## config.mk

```make
export PLATFORM = sky130hd
export DESIGN_NAME = ramdac_regport
export DESIGN_NICKNAME = d
export VERILOG_FILES = /design/src/rtl/ramdac_regport.sv
export SDC_FILE = /design/constraint.sdc
export NUM_CORES = 1
export LEC_CHECK = 0
export BUFFER_PORTS_ARGS = -buffer_cell sky130_fd_sc_hd__buf_2
export CAP_MARGIN = 25
export CORE_AREA = 2 2 105 107
export CTS_CLUSTER_DIAMETER = 60
export DETAILED_ROUTE_END_ITERATION = 16
export DIE_AREA = 0 0 107 109
export GPL_ROUTABILITY_DRIVEN = 0
export PLACE_DENSITY = 0.85
export SYNTH_ARGS = -nofsm -noshare
export SYNTH_HDL_FRONTEND = slang
export SYNTH_SLANG_ARGS = --single-unit
```

## constraint.sdc

```tcl
create_clock -name clk -period 3 [get_ports clk]
set_clock_uncertainty 0.1 [all_clocks]
set_input_delay 0.45 -clock clk [delete_from_list [all_inputs] [get_ports clk]]
set_output_delay 0.45 -clock clk [all_outputs]
set_load 0.02 [all_outputs]
```

## src/rtl/ramdac_regport.sv

```systemverilog
module ramdac_regport #(
  parameter int          IND_AW       = 8,
  parameter logic [15:0] CLK_CTL_IDX  = 16'h0002,
  parameter logic [15:0] PLL_CTL1_IDX = 16'h0010,
  parameter logic [15:0] F0M0_IDX     = 16'h0020,
  parameter logic [15:0] F1N0_IDX     = 16'h0021,
  parameter logic [15:0] PIXFMT_IDX   = 16'h000A,
  parameter int          PLL_EN_BIT   = 0
) (
  input  logic        clk,
  input  logic        rst_n,
  input  logic        wr_en,
  input  logic        dac_bank,
  input  logic [1:0]  wr_addr,
  input  logic [1:0]  wr_size,
  input  logic [7:0]  wr_data,
  output logic        pal_we,
  output logic [7:0]  pal_idx,
  output logic [31:0] pal_rgba,
  output logic        mask_warn,
  output logic [3:0]  pll_m,
  output logic [7:0]  pll_vco_div,
  output logic [7:0]  pll_ref_div,
  output logic        pll_upd,
  output logic        pll_src_err,
  output logic        bpp8,
  output logic        disp_en,
  output logic        fmt_bad
);
  localparam int IND_N = 1 << IND_AW;

  logic [7:0] ifile [IND_N];
  logic [7:0] ent_idx, comp0, comp1, idx_lo, idx_hi;
  logic [1:0] comp_cnt;

  wire        acc    = wr_en && (wr_size == 2'd0);
  wire [2:0]  slot   = {dac_bank, wr_addr};
  wire [15:0] iaddr  = {idx_hi, idx_lo};
  wire        ind_ok = (iaddr >> IND_AW) == 16'd0;
  wire        ind_wr = acc && (slot == 3'd6) && ind_ok;
  wire [IND_AW-1:0] islot = iaddr[IND_AW-1:0];

  wire [7:0] r_f0   = ifile[F0M0_IDX[IND_AW-1:0]];
  wire [7:0] r_f1   = ifile[F1N0_IDX[IND_AW-1:0]];
  wire [7:0] r_ctl1 = ifile[PLL_CTL1_IDX[IND_AW-1:0]];

  wire       pll_go = ind_wr && (iaddr == CLK_CTL_IDX) && wr_data[PLL_EN_BIT];
  wire       pf_wr  = ind_wr && (iaddr == PIXFMT_IDX);
  wire [3:0] m_n    = 4'd8 >> r_f0[7:6];
  wire [7:0] vco_n  = {2'b00, r_f0[5:0]} + 8'd65;
  wire [7:0] ref_n  = {3'b000, r_f1[4:0]} * {4'b0000, m_n};

  always_ff @(posedge clk) begin
    if (!rst_n) begin
      ent_idx  <= '0;
      comp_cnt <= '0;
      comp0    <= '0;
      comp1    <= '0;
      pal_we   <= 1'b0;
      pal_idx  <= '0;
      pal_rgba <= '0;
    end else begin
      pal_we <= 1'b0;
      if (acc && slot == 3'd0) begin
        ent_idx  <= wr_data;
        comp_cnt <= 2'd0;
      end else if (acc && slot == 3'd1) begin
        case (comp_cnt)
          2'd0: begin comp0 <= wr_data; comp_cnt <= 2'd1; end
          2'd1: begin comp1 <= wr_data; comp_cnt <= 2'd2; end
          default: begin
            pal_we   <= 1'b1;
            pal_idx  <= ent_idx;
            pal_rgba <= {8'hFF, comp0, comp1, wr_data};
            ent_idx  <= ent_idx + 8'd1;
            comp_cnt <= 2'd0;
          end
        endcase
      end
    end
  end

  always_ff @(posedge clk) begin
    if (!rst_n) begin
      idx_lo    <= '0;
      idx_hi    <= '0;
      mask_warn <= 1'b0;
      for (int i = 0; i < IND_N; i++) ifile[i] <= '0;
    end else if (acc) begin
      if (slot == 3'd2 && wr_data != 8'hFF) mask_warn <= 1'b1;
      if (slot == 3'd4) idx_lo <= wr_data;
      if (slot == 3'd5) idx_hi <= wr_data;
      if (ind_wr) ifile[islot] <= wr_data;
    end
  end

  always_ff @(posedge clk) begin
    if (!rst_n) begin
      pll_m       <= '0;
      pll_vco_div <= '0;
      pll_ref_div <= '0;
      pll_upd     <= 1'b0;
      pll_src_err <= 1'b0;
      bpp8        <= 1'b0;
      disp_en     <= 1'b0;
      fmt_bad     <= 1'b0;
    end else begin
      pll_upd <= 1'b0;
      disp_en <= 1'b0;
      if (pll_go) begin
        if (r_ctl1[1:0] == 2'd1) begin
          pll_upd     <= 1'b1;
          pll_m       <= m_n;
          pll_vco_div <= vco_n;
          pll_ref_div <= ref_n;
        end else begin
          pll_src_err <= 1'b1;
        end
      end
      if (pf_wr) begin
        if (wr_data == 8'd3) begin
          bpp8    <= 1'b1;
          disp_en <= 1'b1;
        end else begin
          fmt_bad <= 1'b1;
        end
      end
    end
  end

  assert_gate_R2: assert property (@(posedge clk) disable iff (!rst_n)
    !(wr_en && wr_size == 2'd0) |=> !(pal_we || pll_upd || disp_en));
  assert_commit_cnt_R4: assert property (@(posedge clk) disable iff (!rst_n)
    pal_we |-> comp_cnt == 2'd0);
  assert_idx_step_R4: assert property (@(posedge clk) disable iff (!rst_n)
    pal_we |-> ent_idx == pal_idx + 8'd1);
  assert_mask_sticky_R5: assert property (@(posedge clk) disable iff (!rst_n)
    mask_warn |=> mask_warn);
  assert_terms_R7: assert property (@(posedge clk) disable iff (!rst_n)
    pll_upd |-> ($onehot(pll_m) && pll_vco_div >= 8'd65 && pll_vco_div <= 8'd128));
  assert_err_sticky_R8: assert property (@(posedge clk) disable iff (!rst_n)
    pll_src_err |=> pll_src_err);
  assert_disp_R9: assert property (@(posedge clk) disable iff (!rst_n)
    disp_en |-> bpp8);
endmodule

```

-- Yosys cells after proc, flatten, opt, wreduce, memory -nomap -nowiden
Memory sizes are Yosys's and may differ from the RTL's.
Index checks and enable logic that the tools add are counted.
- register bits after elaboration: 102
- memories kept: 1
- logic and storage cells: 87
- RAM bits: 2048
- memory list (memory ; words ; width ; read ports ; clocked after Yosys merged registers in ; write ports ; RTL line ; source):
    ifile ; 256 ; 8 ; 3 ; 0 ; 256 ; 32 ; logic [7:0] ifile [IND_N];
- shift-type cells: 1
- eq/ne operators: 12
- bitwise logic cells: 6
- mux-type cells: 15
- reductions and logical operators: 31
- add/sub/neg operators: 2
- multipliers: 1
- operators with widths (kind ; count):
    $mux 8 ; 5
    $reduce_and 2->1 ; 10
    $eq 16x2->1 const B ; 1
    $eq 16x4->1 const B ; 1
    $logic_not 16->1 ; 1
    $eq 3x3->1 const B ; 3
    $logic_and 1x1->1 ; 9
    $mux 1 ; 9
    $reduce_and 3->1 ; 3
    $add 6x7->8 const B ; 1
    $add 8x1->8 const B ; 1
    $eq 8x2->1 const B ; 1
    $mul 5x4->8 ; 1
    $ne 8x8->1 const B ; 1
    $reduce_or 8->1 ; 1
    $not 1->1 ; 6
    $eq 2x1->1 const B ; 2
    $logic_not 2->1 ; 2
    $pmux 2 s2 ; 1
    $reduce_or 2->1 ; 2
    $shr 4x2->4 const A ; 1
    $eq 3x1->1 const B ; 1
    $eq 3x2->1 const B ; 1
    $logic_not 3->1 ; 1
    3 further kinds ; 3

-- Longest topological paths before layout
- depth in word-level cells: 10
- depth in mapped cells: 12

-- Worst setup path after synthesis
Ideal clock, no wire load.
- path kind: register to register
- from: memory ifile[32][6]
- to: register pll_ref_div[7]
- path slack: -0.138 ns
- setup time: 0.124 ns
- stages on the path, launching flop included: 12
- data required time: 2.776 ns
- path buffers: 0
- arrival: 2.914 ns
- cell sequence: edfxtp_1 > nor2_1 > nand2_1 > fa_1 > inv_1 > fa_1 > ha_1 > a211oi_1 > o21bai_1 > a21oi_1 > xnor2_1 > o2bb2ai_1
- RTL lines (element ; RTL line ; source):
    from (decl) ; 32 ;
    to (signal assigned) ; 115 ; pll_ref_div <= ref_n;
    to (decl) ; 23 ; output logic [7:0] pll_ref_div,

==> results.txt <==
The run finished, with violations left. The final reports fail on negative setup slack. Number of antenna violations at the first check in global routing: 0. The biggest cell delay along the critical path was 490 ps; the initial core utilization was 0.4896. Max-cap violations in this run came to 0. For the count of placed standard cells including taps, the log shows 756.

The largest total area in the synthesized netlist belongs to sky130_fd_sc_hd__dfxtp_1. The worst hold path begins at wr_data[6]. The total nets after synthesis was 595; the die area was 11660 um2. The final cell count without fillers was 797. The tools report the final cell area excluding filler cells as 6450 um2.

Setup repair after global routing could not meet its margin everywhere. The clock slew seen by the registers of the worst setup and hold paths works out to 60 ps. The class of the worst hold path was primary input to flip-flop. Counting flops with a built-in enable in the synthesized netlist gives 15. The run gives 190.7 ps as the worst hold slack.

The number of cells on the worst hold path was 3. The startpoint identified for the worst register-to-register timing path is ifile[32][6]. The fraction of final layout cells sized beyond drive strength 1 came out at 0.2679. Pin placement for this block handled 83 I/O pins.

In this run the mean area of a mapped cell was 9.270 um2. The first global-routing pass estimated 20280 um of wire. Core region area: 10600 um2. For the via count of the first global-routing pass, the log shows 4183. The tools report the worst hold endpoint as pal_rgba[6]. After synthesis the netlist holds a flip-flop and latch count of 117. For this block, the routed nets add up to 12770 um of wire.

The area of the mapped netlist was 5191 um2; the global router's overall resource usage was 0.2233. TritonCTS built the clock tree. Setup violations remaining at the end of the flow were counted as 4.

The total clock buffers created by CTS was 17. For this design, the slowest cell found on the critical path is sky130_fd_sc_hd__edfxtp_1. The tools report the total count of max-transition violations in the final report as 0. Wire length per cell: 16.02 um.

Clock latency on the worst-skew pair, taken at its later pin, is 520 ps. For this run, the leading register cell type out of synthesis is sky130_fd_sc_hd__dfxtp_1. Counting cells, the worst reg-to-reg path comes to 13. The number of buffers inserted for hold repair after clock tree synthesis was 0; the via-per-instance ratio was 5.386.

The signal on the critical path passes through nor2b_4 -> buf_4 -> and2_4 -> fa_1 -> inv_1 -> fa_1 -> inv_2 -> ha_4 -> nor2b_2 -> o21a_1 -> nor3_2 -> nand3b_1 -> a21oi_2. Across all layers, the routed design uses 4293 vias. At the worst endpoint, the required time is 3310 ps. The headroom to the max-slew limit came out at 0.5951. The transition time of the tightest slew-check pin works out to 602.3 ps. The H-tree was split into 4 levels.

The synthesized instance count is 560. After detailed placement, the total cell area comes to 5748 um2. Ranked by total cell area, the synthesized netlist is headed by sky130_fd_sc_hd__dfxtp_1 (39%), sky130_fd_sc_hd__edfxtp_1 (8.7%), sky130_fd_sc_hd__nand2_1 (6.9%). The first routing iteration left 327 violations. The number of port buffers was 82. The floorplan die height is 109 um. For this run, the number of Yosys warnings is 0. In this run, distinct cell masters in the synthesized netlist total 51. Of all nets on the critical path, the largest fanout is 4.

The final clock period utilization by the worst path is 1.063, and the post-synthesis to final-layout area growth is 24.25%. The first detailed-routing pass ran for 5 iterations. The run gives 313.6 MHz as the fmax. The die is 107 um wide.

In this run the critical register-to-register path is captured at pll_ref_div[6]. The number of rows created at floorplan is 38, and the final net count is 679. The number of antenna diodes in the final layout is 0. The tree built by TritonCTS fans out to 117 sinks. Data on the critical path arrives at its endpoint at 3490 ps. For this run the aggregate overflow at the end of global routing stands at 0. In this run the register-to-register setup slack is -190 ps. In this run the remaining antenna-violating nets after routing total 0.

In this run the static leakage power is 0.002719 uW. The tools report the detailed-placement wirelength estimate as 8190 um. For this run, design rule violations remaining after detail routing come to 0.

The proportion of netlist area held by the largest area contributor works out to 0.3933. The setup slack of the critical path after layout was -189.1 ps; the final critical path time including I/O delays and setup was 3189 ps. For this design the ratio of total power to cell area is 570.4 nW/um2. The async set-reset flop share out of synthesis was 0. The peak supply drop was 0.0004337 V. Entering global routing, the biggest net connects 51 pins. The type of the worst setup path is flip-flop to flip-flop.

Among the stages of the critical path, the cell type that occurs most often is sky130_fd_sc_hd__fa_1. The sequential-to-total area share from yosys stat is 0.4801. The tools report the clock tree root buffer cell as sky130_fd_sc_hd__clkbuf_8. The worst setup path is captured at a flip-flop. The worst setup path is launched from a flip-flop. No sink is reached through more buffers than the 2 on the longest clock path. The hold violation total from the final report was 0.
## report_power, final
part / leakage [uW] / switching (uW) / internal (uW) / total, uW
Sequential: 0.000976 / 10.6 / 1600 / 1610
Clock: 0.000271 / 756 / 1150 / 1910
Combinational: 0.00147 / 102 / 60.6 / 162
Total: 0.00272 / 869 / 2810 / 3680
## placed cells by master (no fill, tap or decap), types with 3 or more instances in the layout
| cell | synthesis | layout |
|---|---|---|
| sky130_fd_sc_hd__dfxtp_1 | 102 | 102 |
| sky130_fd_sc_hd__nand2_1 | 96 | 94 |
| sky130_fd_sc_hd__buf_2 | 4 | 82 |
| sky130_fd_sc_hd__nor2_1 | 57 | 56 |
| sky130_fd_sc_hd__a21oi_1 | 55 | 53 |
| sky130_fd_sc_hd__mux2i_1 | 32 | 32 |
| sky130_fd_sc_hd__buf_4 | 14 | 21 |
| sky130_fd_sc_hd__and2_1 | 21 | 19 |
| sky130_fd_sc_hd__clkbuf_16 | 0 | 17 |
| sky130_fd_sc_hd__edfxtp_1 | 15 | 15 |
| sky130_fd_sc_hd__and3_1 | 14 | 14 |
| sky130_fd_sc_hd__ha_1 | 13 | 11 |
| sky130_fd_sc_hd__inv_1 | 11 | 7 |
| sky130_fd_sc_hd__nand3_1 | 7 | 7 |
| sky130_fd_sc_hd__nor3_1 | 7 | 6 |
| sky130_fd_sc_hd__o21ai_0 | 8 | 6 |
| sky130_fd_sc_hd__xnor2_1 | 7 | 6 |
| sky130_fd_sc_hd__nand4_1 | 6 | 6 |
| sky130_fd_sc_hd__nor3b_1 | 5 | 5 |
| sky130_fd_sc_hd__inv_2 | 0 | 4 |
| sky130_fd_sc_hd__a211oi_1 | 5 | 4 |
| sky130_fd_sc_hd__a211oi_2 | 4 | 4 |
| sky130_fd_sc_hd__fa_1 | 6 | 4 |
| sky130_fd_sc_hd__inv_6 | 0 | 4 |
| sky130_fd_sc_hd__nor4_2 | 3 | 3 |
| sky130_fd_sc_hd__nand2b_1 | 3 | 3 |
| sky130_fd_sc_hd__nand3b_1 | 3 | 3 |
| sky130_fd_sc_hd__a32oi_1 | 3 | 3 |
| sky130_fd_sc_hd__xor2_1 | 3 | 3 |
| sky130_fd_sc_hd__nor4_1 | 3 | 3 |
| sky130_fd_sc_hd__clkinvlp_4 | 0 | 3 |
| sky130_fd_sc_hd__clkinv_2 | 0 | 3 |
| sky130_fd_sc_hd__buf_6 | 0 | 3 |
## metrics by stage
stage	worst slack [ps]	setup TNS, ps	utilization	power, uW
CTS	-73.37	-113.9	0.6002	3685
floorplan	-53.16	-53.16	-	1728
detailed placement	-198.7	-471.7	0.5421	1781
global placement	-80.46	-86.83	0.5421	1774
global route	-309.3	-937.8	0.6083	3786
finish	-189.1	-541.8	0.6083	3679
## flip-flops by register name, indices dropped and copies added, names as in the netlist, 2 cells and up
name	cells
comp1	8
idx_hi	8
comp_cnt	2
ent_idx	8
pll_ref_div	8
ifile	15
comp0	8
pal_idx	8
pll_m	4
pll_vco_div	8
idx_lo	8
pal_rgba	25
## synth_stat cells, drive strengths merged (3+ instances only)
cell    instances
nor2b           4
edfxtp         15
a21oi          55
nor3            8
and2           21
fa              6
xnor2           7
nand4           7
nand3b          3
nor2           57
a32oi           3
mux2i          32
buf            20
dfxtp         102
a211oi          9
clkbuf         23
o21ai           8
inv            11
and3           14
ha             13
nand2b          3
nand3           9
xor2            3
nor4            7
nor3b           5
nand2          96
## routing by layer
layer / routed length [um] / GRT usage / up-vias
li1: - / - / 2069
met1: 5437 / 0.2700 / 2051
met2: 6393 / 0.3863 / 150
met3: 685 / 0.05858 / 23
met4: 252 / 0.07885 / 0
met5: 0 / 0 / -
## kinds of logic (layout without fill, tap and decap cells)
group | count (synthesis) | in the layout | share of synthesized area
AND/OR/NAND/NOR | 240 | 240 | 0.2343
flip-flops | 117 | 117 | 0.4801
AO/OA/AOI/OAI | 88 | 88 | 0.1024
buffers and inverters | 54 | 151 | 0.05013
multiplexers | 32 | 32 | 0.06170
adder cells (fa/ha/maj) | 19 | 19 | 0.05447
XOR/XNOR | 10 | 10 | 0.01687
## final cells by class
| cell class | instances | area, um2 |
|---|---|---|
| multi-input combinational | 389 | 2536 |
| clock buffer | 19 | 442.9 |
| tap | 140 | 175.2 |
| fill | 849 | 4153 |
| clock inverter | 13 | 120.1 |
| sequential | 117 | 2492 |
| inverter | 11 | 41.29 |
| timing repair buffer | 108 | 641.9 |
## how the worst max path moves through the flow
stage                       startpoint             end  slack (ps)  depth (start not counted)
after floorplan           ifile[32][7]  pll_ref_div[7]         -50                         11
after global placement    ifile[32][7]  pll_ref_div[7]         -80                         11
after detailed placement  ifile[32][7]  pll_ref_div[7]        -200                         11
after CTS                 ifile[32][6]  pll_ref_div[6]         -70                         12
after global routing      ifile[32][6]  pll_ref_div[6]        -310                         12
final                     ifile[32][6]  pll_ref_div[6]        -190                         13
## timing repair
action | CTS | global route
hold endpoints to repair | 0 | 0
resized for setup | 5 | 15
gates cloned | 0 | 0
pin swaps | 8 | 7
endpoints found under the setup margin | 4 | 4
buffers inserted | 5 | 4
## worst max-delay path, delay by kind of cell, from the launching register on
family | cells | cell delay, ps
adder cells (fa/ha/maj) | 3 | 1220
AND/OR/NAND/NOR | 5 | 760
flip-flops | 1 | 490
buffers and inverters | 3 | 250
AO/OA/AOI/OAI | 2 | 250
(Power assumes the default switching activity.)
